[src/rtl/dsi_pwrup_pkg.sv]
package dsi_pwrup_pkg;

  typedef enum logic [2:0] {
    ST_IDLE,
    ST_ARM,
    ST_BGR,
    ST_WBGR,
    ST_WLDO,
    ST_WDONE,
    ST_WFIN,
    ST_RDY
  } seq_st_t;

  // cycles strictly longer than us microseconds at khz kilohertz
  function automatic int unsigned gap_cycles(input int unsigned us, input int unsigned khz);
    return (us * khz + 999) / 1000 + 1;
  endfunction

  function automatic int unsigned max3(input int unsigned a, input int unsigned b,
                                       input int unsigned c);
    int unsigned m;
    m = (a > b) ? a : b;
    return (m > c) ? m : c;
  endfunction

endpackage

[src/rtl/dsi_gap_timer.sv]
module dsi_gap_timer #(
  parameter int TW = 8
) (
  input  logic          clk,
  input  logic          rst,
  input  logic          clr_i,
  input  logic [TW-1:0] lim_i,
  output logic          hit_o
);
  logic [TW-1:0] cnt_q;

  always_ff @(posedge clk) begin
    if (rst || clr_i) cnt_q <= '0;
    else              cnt_q <= cnt_q + 1'b1;
  end

  assign hit_o = (cnt_q == lim_i);
endmodule

[src/rtl/dsi_lane_resolve.sv]
module dsi_lane_resolve #(
  parameter int CAP_W  = 2,
  parameter int LANE_W = 3
) (
  input  logic              clk,
  input  logic              rst,
  input  logic              take_i,
  input  logic [CAP_W-1:0]  cap_i,
  input  logic [LANE_W-1:0] cfg_i,
  output logic [LANE_W-1:0] lanes_o,
  output logic              vld_o
);
  logic [LANE_W-1:0] cap_lanes;
  logic [LANE_W-1:0] pick;

  always_comb begin
    cap_lanes = LANE_W'(cap_i) + 1'b1;
    pick      = (cap_lanes < cfg_i) ? cap_lanes : cfg_i;
  end

  always_ff @(posedge clk) begin
    if (rst) begin
      lanes_o <= '0;
      vld_o   <= 1'b0;
    end else if (take_i && !vld_o) begin
      lanes_o <= pick;
      vld_o   <= 1'b1;
    end
  end
endmodule

[src/rtl/dsi_pwrup_seq.sv]
module dsi_pwrup_seq
  import dsi_pwrup_pkg::*;
#(
  parameter int CLK_KHZ = 100000,
  parameter int BGR_US  = 20,
  parameter int LDO_US  = 10,
  parameter int FIN_US  = 1000,
  parameter int CAP_W   = 2,
  parameter int LANE_W  = 3
) (
  input  logic              clk,
  input  logic              rst,
  input  logic              start_i,
  input  logic              clk_stable_i,
  input  logic              supply_det_i,
  input  logic              cfg_done_i,
  input  logic [CAP_W-1:0]  lane_cap_i,
  input  logic [LANE_W-1:0] cfg_lanes_i,
  output logic              link_rst_n_o,
  output logic              periph_rst_n_o,
  output logic              bgr_en_o,
  output logic              ldo_en_o,
  output logic              cfg_load_o,
  output logic              cmn_rst_n_o,
  output logic              ready_o,
  output logic [LANE_W-1:0] lanes_o,
  output logic              lanes_vld_o
);
  localparam int unsigned BGR_CYC = gap_cycles(BGR_US, CLK_KHZ);
  localparam int unsigned LDO_CYC = gap_cycles(LDO_US, CLK_KHZ);
  localparam int unsigned FIN_CYC = gap_cycles(FIN_US, CLK_KHZ);
  localparam int unsigned MAX_CYC = max3(BGR_CYC, LDO_CYC, FIN_CYC);
  localparam int          TW      = $clog2(MAX_CYC + 1);

  seq_st_t       st_q;
  logic          tmr_clr;
  logic          tmr_hit;
  logic [TW-1:0] tmr_lim;
  logic          abortable;

  always_comb begin
    unique case (st_q)
      ST_WBGR: tmr_lim = TW'(BGR_CYC - 1);
      ST_WLDO: tmr_lim = TW'(LDO_CYC - 1);
      default: tmr_lim = TW'(FIN_CYC - 1);
    endcase
    tmr_clr   = (st_q == ST_BGR) ||
                (st_q == ST_WBGR && tmr_hit) ||
                (st_q == ST_WDONE && cfg_done_i);
    abortable = (st_q == ST_BGR) || (st_q == ST_WBGR) || (st_q == ST_WLDO) ||
                (st_q == ST_WDONE) || (st_q == ST_WFIN);
  end

  dsi_gap_timer #(.TW(TW)) tmr_i (
    .clk   (clk),
    .rst   (rst),
    .clr_i (tmr_clr),
    .lim_i (tmr_lim),
    .hit_o (tmr_hit)
  );

  always_ff @(posedge clk) begin
    if (rst || (abortable && !clk_stable_i)) begin
      st_q           <= ST_IDLE;
      link_rst_n_o   <= 1'b0;
      periph_rst_n_o <= 1'b0;
      bgr_en_o       <= 1'b0;
      ldo_en_o       <= 1'b0;
      cfg_load_o     <= 1'b0;
      cmn_rst_n_o    <= 1'b0;
      ready_o        <= 1'b0;
    end else begin
      unique case (st_q)
        ST_IDLE: if (start_i) st_q <= ST_ARM;
        ST_ARM: if (clk_stable_i && supply_det_i) begin
          link_rst_n_o   <= 1'b1;
          periph_rst_n_o <= 1'b1;
          st_q           <= ST_BGR;
        end
        ST_BGR: begin
          bgr_en_o <= 1'b1;
          st_q     <= ST_WBGR;
        end
        ST_WBGR: if (tmr_hit) begin
          ldo_en_o <= 1'b1;
          st_q     <= ST_WLDO;
        end
        ST_WLDO: if (tmr_hit) begin
          cfg_load_o <= 1'b1;
          st_q       <= ST_WDONE;
        end
        ST_WDONE: begin
          cfg_load_o <= 1'b0;
          if (cfg_done_i) begin
            cmn_rst_n_o <= 1'b1;
            st_q        <= ST_WFIN;
          end
        end
        ST_WFIN: if (tmr_hit) begin
          ready_o <= 1'b1;
          st_q    <= ST_RDY;
        end
        default: st_q <= ST_RDY;
      endcase
    end
  end

  dsi_lane_resolve #(.CAP_W(CAP_W), .LANE_W(LANE_W)) lanes_i (
    .clk     (clk),
    .rst     (rst),
    .take_i  (st_q == ST_RDY),
    .cap_i   (lane_cap_i),
    .cfg_i   (cfg_lanes_i),
    .lanes_o (lanes_o),
    .vld_o   (lanes_vld_o)
  );
endmodule

[config.mk]
export PLATFORM = sky130hd
export DESIGN_NAME = dsi_pwrup_seq
export DESIGN_NICKNAME = d
export VERILOG_FILES = /design/src/rtl/dsi_pwrup_pkg.sv /design/src/rtl/dsi_gap_timer.sv /design/src/rtl/dsi_lane_resolve.sv /design/src/rtl/dsi_pwrup_seq.sv
export SDC_FILE = /design/constraint.sdc
export NUM_CORES = 1
export LEC_CHECK = 0
export ABC_AREA = 1
export BUFFER_PORTS_ARGS = -buffer_cell sky130_fd_sc_hd__buf_2
export CAP_MARGIN = 15
export CORE_UTILIZATION = 36
export CTS_CLUSTER_DIAMETER = 100
export CTS_CLUSTER_SIZE = 40
export DETAILED_ROUTE_END_ITERATION = 8
export GPL_TIMING_DRIVEN = 0
export SETUP_SLACK_MARGIN = 0.05
export SYNTH_ARGS = -nofsm -noshare
export SYNTH_HDL_FRONTEND = slang
export SYNTH_SLANG_ARGS = --single-unit
[constraint.sdc]
create_clock -name clk -period 2.7 [get_ports clk]
set_clock_uncertainty 0.2 [all_clocks]
set_input_delay 0.135 -clock clk [delete_from_list [all_inputs] [get_ports clk]]
set_output_delay 0.135 -clock clk [all_outputs]
set_load 0.01 [all_outputs]
==> results of run 1 <==
worst paths after layout:
check | slack (ns) | startpoint | cells after the start | endpoint
max | 0.37 | st_q[2]$_SDFFE_PP0P_ | 6 | lanes_i.lanes_o[2]$_SDFFE_PP0P_
min | 0.008 | supply_det_i | 5 | periph_rst_n_o$_SDFFE_PP0P_
max reg2reg | 0.37 | st_q[2]$_SDFFE_PP0P_ | 6 | lanes_i.lanes_o[2]$_SDFFE_PP0P_
min reg2reg | 0.25 | cmn_rst_n_o$_SDFFE_PP0P_ | 2 | cmn_rst_n_o$_SDFFE_PP0P_
per-layer routing:
| layer | track usage | vias to the layer above | part of all wire |
|---|---|---|---|
| li1 | - | 822 | - |
| met1 | 0.1965 | 670 | 0.52 |
| met2 | 0.2392 | 21 | 0.43 |
| met3 | 0.03376 | 4 | 0.031 |
| met4 | 0.07843 | 0 | 0.020 |
| met5 | 0 | - | 0 |
repair_timing:
action,in CTS,in global routing
endpoints found under the hold margin,3,0
hold buffers,4,0
resized for setup,0,0
final cells by class:
type	instances	area (um2)	area share
Tap cell	52	65.06	0.03186
Sequential cell	30	600.6	0.2941
Multi-Input combinational cell	169	955.9	0.4681
Inverter	32	122.6	0.06005
Clock buffer	7	86.33	0.04228
Clock inverter	1	5.005	0.002451
Buffer	5	61.31	0.03002
Timing Repair Buffer	25	145.1	0.07108
logic make-up after synthesis:
kind of cell,after synthesis,synth area share
AND/OR/NAND/NOR,124,0.3602
buffers and inverters,37,0.1057
XOR/XNOR,8,0.04026
adder cells (fa/ha/maj),7,0.05032
AO/OA/AOI/OAI,30,0.09849
flip-flops,30,0.3451
power by group:
part | internal [mW] | total (mW) | switching [mW]
logic | 0.254 | 0.639 | 0.385
registers | 0.490 | 0.526 | 0.0364
clock network | 0.205 | 0.367 | 0.162
per-stage QoR:
| step | total power, mW | instance area [um2] | hold WS [ns] |
|---|---|---|---|
| 2_1_floorplan | 1.053 | 1740 | 0.09593 |
| 3_3_place_gp | 1.164 | 1911 | 0.2172 |
| 3_5_place_dp | 1.170 | 1911 | 0.2231 |
| 4_1_cts | 1.547 | 2042 | 0.001085 |
| 5_1_grt | 1.651 | 2042 | 0.04249 |
| 6_report | 1.533 | 2042 | 0.008498 |
worst min-delay path, stage by stage:
cell and delay [ns]:
buf_2 0.10, nand2_1 0.05, nor2_1 0.04, nor2_1 0.07, nor2_1 0.05
layout by cell type (no fill, tap or decap), types with 2 or more instances in the layout:
cell and count:
buf_2 21, nand2_1 47, o21a_1 3, ha_1 7, dlygate4sd3_1 4, nor3_1 6
nor4_1 3, o21ai_0 5, nor2_2 12, nand4_1 2, inv_1 30, clkbuf_8 6
nor2_1 21, xnor2_1 2, xor2_1 6, nand3_1 18, buf_6 3, nand2_4 2
dfxtp_1 30, a21oi_1 15, o211ai_1 4, nand2_2 3, or2_2 3
sequential cells by signal (all words and copies together), names as in the netlist:
register and cells:
bgr_en_o 1, cfg_load_o 1, cmn_rst_n_o 1, lanes_i.lanes_o 3, lanes_i.vld_o 1, ldo_en_o 1, periph_rst_n_o 1, ready_o 1
st_q 3, tmr_i.cnt_q 17
==> metrics.yaml, run 1 <==
worst_setup_path:
  cp_slowest_cell: "nor3_1"
  slowest_delay_ns: 0.55
  required_ns: 2.72
  arrival_ns: 2.35
  critPathLaunchType: "flip-flop"
  end_kind: "flip-flop"
  cp_top_family: "buffers and inverters"
  crit_chain: "buf_6 -> nand2_1 -> nor3_1 -> o21ai_0 -> a31oi_1 -> dlygate4sd3_1"
  setup.worst_path.class: "reg -> reg"
  critPathMaxFanout: 10
  path_buf_inv: 2
finish:
  finish.utilization: 0.4533
  nets: 286
  finalNonFillerCells: 321
  layout-drive-gt1-share: 0.2268
  areaGrowthSynthToFinish_pct: 17.33
  num-fill-cells: 486
  num_antenna_cells: 0
timing:
  rsz0062_at_grt: "no"
  worst_pin_slew_ns: 0.6837
  max_freq_ghz: 0.4298
  fin_crit_sh: 0.8617
  setup_tns_ns: 0
  setup_viol: 0
  period_minus_slack_ns: 2.327
  drv_slew: 0
  timing.final.hold_violations: 0
  fin_ws_ns: 0.3734
  timing.slew.headroom: 0.5407
clock_network:
  clock_sinks: 30
  clockRootBuffer: "clkbuf_8"
  clockBufferDepth: 2
  clk_pin_slew_worst_paths_ns: 0.06
  clock_latency_ns: 0.28
  numCtsBuffers: 5
  cts_max_level: 2
  tritoncts: "built"
  post-cts-setup-buffers: 0
logic_synthesis:
  ys_ff_latch: 30
  synth_cell_types: 34
  synth_edf_count: 0
  ys_top_cells_by_count: "nand2_1 (47), dfxtp_1 (30), inv_1 (30), nor2_1 (21), nand3_1 (18)"
  syn_area_um2: 1740
  yosys_warnings: 0
  synth_nets: 254
  synth_most_common_cell: "nand2_1"
  ys.flop_type: "dfxtp_1"
  synth_top_area_share: 0.3451
  syn-mean-instance-area_um2: 7.375
  yosysSeqAreaShare: 0.3451
  yosys.area.top_type: "dfxtp_1"
  synth_area_leaders: "dfxtp_1 (35%), nand2_1 (10%), inv_1 (6.5%), nand3_1 (5.2%), ha_1 (5.0%)"
  synthArstFlopShare: 0
  synth_cells: 236
placed_design:
  gp_congestion: 0.7745
  dp_slack_ns: 0.8100
  dp_hpwl_um: 2590
  dp_cells: 309
  portBuffers: 21
detailed_routing:
  postRouteAntennaNets: 0
  drc: 0
  drt_first_pass_iters: 5
  drt_iter0_drc: 38
  vias_per_cell: 4.726
  routed_wl_um: 3360
  wl_per_cell_um: 10.47
  route.vias.total: 1517
pwr:
  ir_drop_uv: 382.8
  p_leak_nw: 0.8857
  p_per_area_nw_per_um2: 750.8
die:
  io-pin-count: 22
  die_h_um: 71.53
  die_width_um: 71.53
  core_area_um2: 4504
  start_util: 0.3864
  die-area_um2: 5117
  rows: 24
grt:
  grt_overflow: 0
  antenna_found_initial: 0
  grt_start_max_net_pins: 11
  grt_pass1_wl_um: 6072
  grt_pass1_vias: 1358
  grt_usage: 0.1521
hold_path:
  hp-class: "in -> reg"
run_status:
  outcome: "complete, no violations"
job:
  drv_cap: 0
Power figures use the tool's default switching activity.
==> run 2: changes to the inputs <==
--- a/config.mk
+++ b/config.mk
@@ -8,11 +8,13 @@
 export ABC_AREA = 1
 export BUFFER_PORTS_ARGS = -buffer_cell sky130_fd_sc_hd__buf_2
 export CAP_MARGIN = 15
+export CORE_MARGIN = 2
 export CORE_UTILIZATION = 36
 export CTS_CLUSTER_DIAMETER = 100
 export CTS_CLUSTER_SIZE = 40
 export DETAILED_ROUTE_END_ITERATION = 8
 export GPL_TIMING_DRIVEN = 0
+export HOLD_SLACK_MARGIN = 0.06
 export SETUP_SLACK_MARGIN = 0.05
 export SYNTH_ARGS = -nofsm -noshare
 export SYNTH_HDL_FRONTEND = slang
==> run 2 against run 1 <==
Effect of this change: utilization decreased by 0.91 points; combinational power about the same; clock power increased by 2%; via count decreased by 0.40%; sequential power decreased by 0.8%; sequential share of layout area decreased by 0.60 points; flip-flop and latch count unchanged; first-iteration DRC count increased by 71%; cell count increased by 1.9%; total power increased by 0.32%; critical path depth unchanged; routed wire length decreased by 0.48%; largest power group unchanged.
==> metrics.yaml, run 2 (same netlist as run 1, synthesis figures left out) <==
timing:
  hold_ws_ns: 0.03012  # was 0.008498 ns
  setup_tns_ns: 0  # unchanged
  worst_pin_slew_ns: 0.6873  # was 0.6837 ns
  timing.final.hold_violations: 0  # unchanged
  setup_viol: 0  # unchanged
  timing.slew.headroom: 0.5383  # was 0.5407
  rsz0062_at_grt: "no"  # unchanged
  max_freq_ghz: 0.4373  # was 0.4298 GHz
  fin_crit_sh: 0.8470  # was 0.8617
  period_minus_slack_ns: 2.287  # was 2.327 ns
  drv_slew: 0  # unchanged
grt:
  grt_pass1_vias: 1364  # was 1358
  antenna_found_initial: 0  # unchanged
  grt_start_max_net_pins: 11  # unchanged
  grt_pass1_wl_um: 5906  # was 6072 um
  grt_overflow: 0  # unchanged
  grt_usage: 0.1401  # was 0.1521
die:
  die-area_um2: 5407  # was 5117 um2
  core_area_um2: 4692  # was 4504 um2
  die_h_um: 73.53  # was 71.53 um
  die_width_um: 73.53  # was 71.53 um
  io-pin-count: 22  # unchanged
  rows: 25  # was 24
  start_util: 0.3709  # was 0.3864
placed_design:
  gp_congestion: 0.7965  # was 0.7745
  dp_hpwl_um: 2505  # was 2590 um
  place_area_um2: 1913  # was 1911 um2
  portBuffers: 21  # unchanged
finish:
  layout-drive-gt1-share: 0.2234  # was 0.2268
  top_register: "tmr_i.cnt_q"  # unchanged
  nets: 290  # was 286
  mostFrequentLayoutCells: "nand2_1 (47), inv_1 (30), dfxtp_1 (30)"  # unchanged
  stdcell_area_um2: 2085  # was 2042 um2
  reg.largest.list: "tmr_i.cnt_q x17, lanes_i.lanes_o x3, st_q x3"  # unchanged
  largest_register_ffs: 17  # unchanged
  num_antenna_cells: 0  # unchanged
  num-fill-cells: 461  # was 486
  final_common_cell: "nand2_1"  # unchanged
  areaGrowthSynthToFinish_pct: 19.77  # was 17.33%
worst_setup_path:
  slowest_delay_ns: 0.55  # about the same
  critPathLaunchType: "flip-flop"  # unchanged
  path_buf_inv: 2  # unchanged
  crit_chain: "buf_6 -> nand2_1 -> nor3_1 -> o21ai_0 -> a31oi_1 -> dlygate4sd3_1"  # unchanged
  end_kind: "flip-flop"  # unchanged
  critPathMaxFanout: 10  # unchanged
  required_ns: 2.72  # about the same
  reg2reg_depth: 6  # unchanged
  cp_top_family: "buffers and inverters"  # unchanged
  arrival_ns: 2.31  # was 2.35 ns
  cp_slowest_cell: "dlygate4sd3_1"  # was nor3_1
  worstSetupPathDepth: 6  # unchanged
  setup.worst_path.class: "reg -> reg"  # unchanged
detailed_routing:
  routed_wl_um: 3344  # was 3360 um
  wl_per_cell_um: 10.23  # was 10.47 um
  drt_first_pass_iters: 6  # was 5
  drc: 0  # unchanged
  route.vias.total: 1511  # was 1517
  postRouteAntennaNets: 0  # unchanged
  vias_per_cell: 4.621  # was 4.726
  drt_iter0_drc: 65  # was 38
clock_network:
  post_cts_resized: 0  # unchanged
  clk_pin_slew_worst_paths_ns: 0.06  # about the same
  tritoncts: "built"  # unchanged
  clock_sinks: 30  # unchanged
  cts_max_level: 2  # unchanged
  clockRootBuffer: "clkbuf_8"  # unchanged
  clock_latency_ns: 0.28  # about the same
  clockBufferDepth: 2  # unchanged
  numCtsBuffers: 5  # unchanged
  post-cts-setup-buffers: 0  # unchanged
pwr:
  combPwrFrac: 0.418  # was 0.417
  power_switching_uw: 585.9  # was 583.8 uW
  p_leak_nw: 0.9010  # was 0.8857 nW
  internal_power_uw: 952.0  # was 949.2 uW
  ir_drop_uv: 400.9  # was 382.8 uV
  swShare: 0.3810  # was 0.3809
  p_per_area_nw_per_um2: 737.8  # was 750.8 nW/um2
  power_frac_clock: 0.243  # was 0.240
  pwr-share-seq: 0.339  # was 0.343
run_status:
  outcome: "complete, no violations"  # unchanged
job:
  drv_cap: 0  # unchanged
hold_path:
  min_path_cells: 5  # unchanged
  hp-class: "in -> reg"  # unchanged
-- run 2: final timing paths --
kind	startpoint	to	slack, ns
min reg2reg	cmn_rst_n_o$_SDFFE_PP0P_	cmn_rst_n_o$_SDFFE_PP0P_	0.24
max	st_q[2]$_SDFFE_PP0P_	lanes_i.lanes_o[2]$_SDFFE_PP0P_	0.41
min	cfg_lanes_i[0]	lanes_i.lanes_o[0]$_SDFFE_PP0P_	0.03
max reg2reg	st_q[2]$_SDFFE_PP0P_	lanes_i.lanes_o[2]$_SDFFE_PP0P_	0.41
-- run 2: per-layer routing --
metal | wire length [um] | global-route usage | vias up
met5 | 0 | 0 | -
met4 | 61 | 0.05859 | 0
met3 | 153 | 0.03978 | 9
met2 | 1518 | 0.2262 | 30
met1 | 1610 | 0.1742 | 641
li1 | - | - | 831
-- run 2: cell type report --
type / instances / area (um2) / area share
flip-flops and latches: 30 / 600.6 / 0.2881
repair buffers: 29 / 185.2 / 0.08884
inverters: 32 / 122.6 / 0.05882
clock inverters: 1 / 5.005 / 0.002401
clock buffers: 7 / 86.33 / 0.04142
multi-input cells: 169 / 955.9 / 0.4586
well taps: 54 / 67.56 / 0.03241
plain buffers: 5 / 61.31 / 0.02941
-- run 2: per-stage QoR --
step                utilization  instances  power [mW]  setup WS, ns
floorplan                     -        236       1.053        0.9932
global placement         0.4077        311       1.168        0.8000
detailed placement       0.4077        311       1.171        0.8010
CTS                      0.4464        328       1.562        0.1550
global route             0.4443        327       1.673        0.1784
finish                   0.4443        327       1.538        0.4130
-- run 2: power by group through the flow --
stage	Sequential, mW	Clock [mW]	Combinational [mW]
detailed placement	0.533	0	0.638
global route	0.530	0.411	0.732
floorplan	0.532	0	0.521
global placement	0.532	0	0.636
finish	0.522	0.374	0.642
CTS	0.523	0.388	0.651
-- run 2: worst min-delay path, delay by kind of cell --
family,cells,cell delay (ns)
compound gates,2,0.16
buf+inv,2,0.14
simple gates,1,0.05
-- run 2: timing repair --
action / 4_1_cts / 5_1_grt
endpoints found under the setup margin: 0 / 1
hold buffers: 9 / 0
hold endpoints to repair: 11 / 0
==> run 3: changes to the inputs <==
==> constraint.sdc (replaced) <==
create_clock -name clk -period 1.9 [get_ports clk]
set_clock_uncertainty 0.2 [all_clocks]
set_input_delay 0.095 -clock clk [delete_from_list [all_inputs] [get_ports clk]]
set_output_delay 0.095 -clock clk [all_outputs]
set_load 0.01 [all_outputs]
==> run 3 against run 2 <==
Effect of this change: critical path depth grew 8; largest power group unchanged; first-iteration DRC count grew 58%; clock power grew 44%; sequential share of layout area shrank 2.4 points; worst hold slack gained 0.066 ns; register-to-register slack lost 0.34 ns; sequential power grew 46%; via count grew 7.9%; die area is the same; setup slack lost 0.34 ns; cell count grew 4.6%; utilization grew 4.4 points.
==> metrics.yaml, run 3 (same netlist as run 1, synthesis figures left out) <==
run_status:
  outcome: "complete, no violations"  # unchanged
clock_network:
  clockBufferDepth: 2  # unchanged
  clk_pin_slew_worst_paths_ns: 0.06  # about the same
  numCtsBuffers: 5  # unchanged
  tritoncts: "built"  # unchanged
  cts_max_level: 2  # unchanged
  clock_latency_ns: 0.28  # about the same
  clock_sinks: 30  # unchanged
  clockRootBuffer: "clkbuf_8"  # unchanged
job:
  drv_cap: 0  # unchanged
finish:
  largest_register_ffs: 17  # unchanged
  reg.largest.list: "tmr_i.cnt_q x17, lanes_i.lanes_o x3, st_q x3"  # unchanged
  top_register: "tmr_i.cnt_q"  # unchanged
  areaGrowthSynthToFinish_pct: 31.63  # was 19.77%
  nets: 305  # was 290
  mostFrequentLayoutCells: "nand2_1 (46), inv_1 (29), dfxtp_1 (26)"  # was nand2_1 (47), inv_1 (30), dfxtp_1 (30)
  num_antenna_cells: 0  # unchanged
  final_common_cell: "nand2_1"  # unchanged
  layout-drive-gt1-share: 0.3125  # was 0.2234
detailed_routing:
  drt_iter0_drc: 103  # was 65
  routed_wl_um: 4021  # was 3344 um
  wl_per_cell_um: 11.76  # was 10.23 um
  vias_per_cell: 4.769  # was 4.621
  drt_first_pass_iters: 5  # was 6
  route.vias.total: 1631  # was 1511
  postRouteAntennaNets: 0  # unchanged
  drc: 0  # unchanged
worst_setup_path:
  critPathMaxFanout: 7  # was 10
  timing.rr.end: "tmr_i.cnt_q[7]$_SDFF_PP0_"  # was lanes_i.lanes_o[2]$_SDFFE_PP0P_
  critPathLaunchType: "flip-flop"  # unchanged
  arrival_ns: 1.80  # was 2.31 ns
  end_kind: "flip-flop"  # unchanged
  reg2reg_depth: 14  # was 6
  rrSetupSlack_ns: 0.07  # was 0.41 ns
  setup.worst_path.class: "reg -> reg"  # unchanged
  r2r_start: "st_q[1]$_SDFFE_PP0P_"  # was st_q[2]$_SDFFE_PP0P_
  required_ns: 1.88  # was 2.72 ns
die:
  die_h_um: 73.53  # unchanged
  core_area_um2: 4692  # unchanged
  die_width_um: 73.53  # unchanged
  rows: 25  # unchanged
  start_util: 0.3709  # unchanged
  die-area_um2: 5407  # unchanged
  io-pin-count: 22  # unchanged
timing:
  period_minus_slack_ns: 1.826  # was 2.287 ns
  setup_viol: 0  # unchanged
  timing.slew.headroom: 0.7058  # was 0.5383
  setup_tns_ns: 0  # unchanged
  hold_ws_ns: 0.09651  # was 0.03012 ns
  max_freq_ghz: 0.5476  # was 0.4373 GHz
  fin_crit_sh: 0.9612  # was 0.8470
  timing.final.hold_violations: 0  # unchanged
  worst_pin_slew_ns: 0.4389  # was 0.6873 ns
  rsz0062_at_grt: "yes"  # was no
  drv_slew: 0  # unchanged
pwr:
  ir_drop_uv: 546.0  # was 400.9 uV
  pwr-share-seq: 0.310  # was 0.339
  power_switching_uw: 948.4  # was 585.9 uW
  internal_power_mw: 1.502  # was 952.0 uW
  p_per_area_nw_per_um2: 1070  # was 737.8 nW/um2
  swShare: 0.3870  # was 0.3810
  combPwrFrac: 0.471  # was 0.418
  power_frac_clock: 0.219  # was 0.243
  p_leak_nw: 0.9999  # was 0.9010 nW
hold_path:
  hp-class: "in -> reg"  # unchanged
  hold_end: "lanes_i.lanes_o[2]$_SDFFE_PP0P_"  # was lanes_i.lanes_o[0]$_SDFFE_PP0P_
  min_from: "lane_cap_i[1]"  # was cfg_lanes_i[0]
  min_path_cells: 4  # was 5
grt:
  grt_start_max_net_pins: 11  # unchanged
  grt_pass1_vias: 1368  # was 1364
  grt_overflow: 0  # unchanged
  grt_usage: 0.1470  # was 0.1401
  grt_pass1_wl_um: 6196  # was 5906 um
  antenna_found_initial: 0  # unchanged
placed_design:
  portBuffers: 21  # unchanged
  gp_congestion: 0.7965  # unchanged
  dp_hpwl_um: 2505  # unchanged
-- run 3: cell types whose count changed in the layout (fill, tap and decap cells not counted), sizes merged --
cell and change:
buf +14, clkbuf +1
-- run 3: layout make-up --
| cell class | count | area, um2 |
|---|---|---|
| Buffer | 5 | 61.31 |
| Clock buffer | 7 | 86.33 |
| Clock inverter | 1 | 5.005 |
| Fill cell | 443 | 2401 |
| Inverter | 32 | 122.6 |
| Multi-Input combinational cell | 169 | 1032 |
| Sequential cell | 30 | 605.6 |
| Tap cell | 54 | 67.56 |
| Timing Repair Buffer | 44 | 310.3 |
-- run 3: worst max-delay path by stage --
stage,startpoint,to,slack [ns],cells past startpoint
5_1_grt,st_q[2]$_SDFFE_PP0P_,tmr_i.cnt_q[6]$_SDFF_PP0_,-0.03,14
3_3_place_gp,st_q[1]$_SDFFE_PP0P_,ldo_en_o$_SDFFE_PP0P_,-0.000008,7
3_5_place_dp,tmr_i.cnt_q[0]$_SDFF_PP0_,tmr_i.cnt_q[16]$_SDFF_PP0_,0.001,7
4_1_cts,tmr_i.cnt_q[0]$_SDFF_PP0_,tmr_i.cnt_q[12]$_SDFF_PP0_,0.06,7
2_1_floorplan,tmr_i.cnt_q[0]$_SDFF_PP0_,tmr_i.cnt_q[12]$_SDFF_PP0_,0.19,7
6_report,st_q[1]$_SDFFE_PP0P_,tmr_i.cnt_q[7]$_SDFF_PP0_,0.07,14
-- run 3: worst max-delay path, cell delays in order, from the launching register on --
cell,delay [ns]
dfxtp_2,0.34
buf_6,0.14
nor2_8,0.11
nand2_4,0.08
nand2_2,0.08
nand2_1,0.04
nand2_1,0.05
nand2_1,0.06
nor2_2,0.11
nand2_2,0.07
inv_2,0.08
nand2_4,0.07
nand2_8,0.10
clkbuf_16,0.16
nor2_2,0.03
-- run 3: power by group through the flow --
stage	Combinational [mW]	Sequential [mW]	Clock (mW)
2_1_floorplan	0.740	0.756	0
3_3_place_gp	0.904	0.756	0
3_5_place_dp	0.907	0.757	0
4_1_cts	0.961	0.743	0.551
5_1_grt	1.27	0.768	0.585
6_report	1.15	0.761	0.537
-- run 3: metal layers --
layer,GRT usage,up-vias,share of wire
met5,0,-,0
met4,0.04848,0,0.018
met3,0.03841,9,0.046
met2,0.2371,41,0.48
met1,0.1901,720,0.45
li1,-,861,-
-- run 3: what timing repair did --
| item | 4_1_cts | 5_1_grt |
|---|---|---|
| endpoints found under the hold margin | 13 | 0 |
| setup endpoints to repair | 18 | 26 |
| buffers inserted | 3 | 9 |
| gates resized for setup | 4 | 17 |
| pin swaps | 0 | 8 |
| hold buffers | 8 | 0 |
| cloned | 0 | 3 |
-- run 3: stage by stage --
stage | worst slack, ns | power, mW | cell area, um2 | cells | utilization
after floorplan | 0.1932 | 1.497 | 1740 | 236 | -
after global placement | -0.000008105 | 1.660 | 1913 | 311 | 0.4077
after detailed placement | 0.001016 | 1.664 | 1913 | 311 | 0.4077
after CTS | 0.05547 | 2.256 | 2127 | 330 | 0.4533
after global routing | -0.02811 | 2.624 | 2291 | 342 | 0.4883
final | 0.07379 | 2.451 | 2291 | 342 | 0.4883
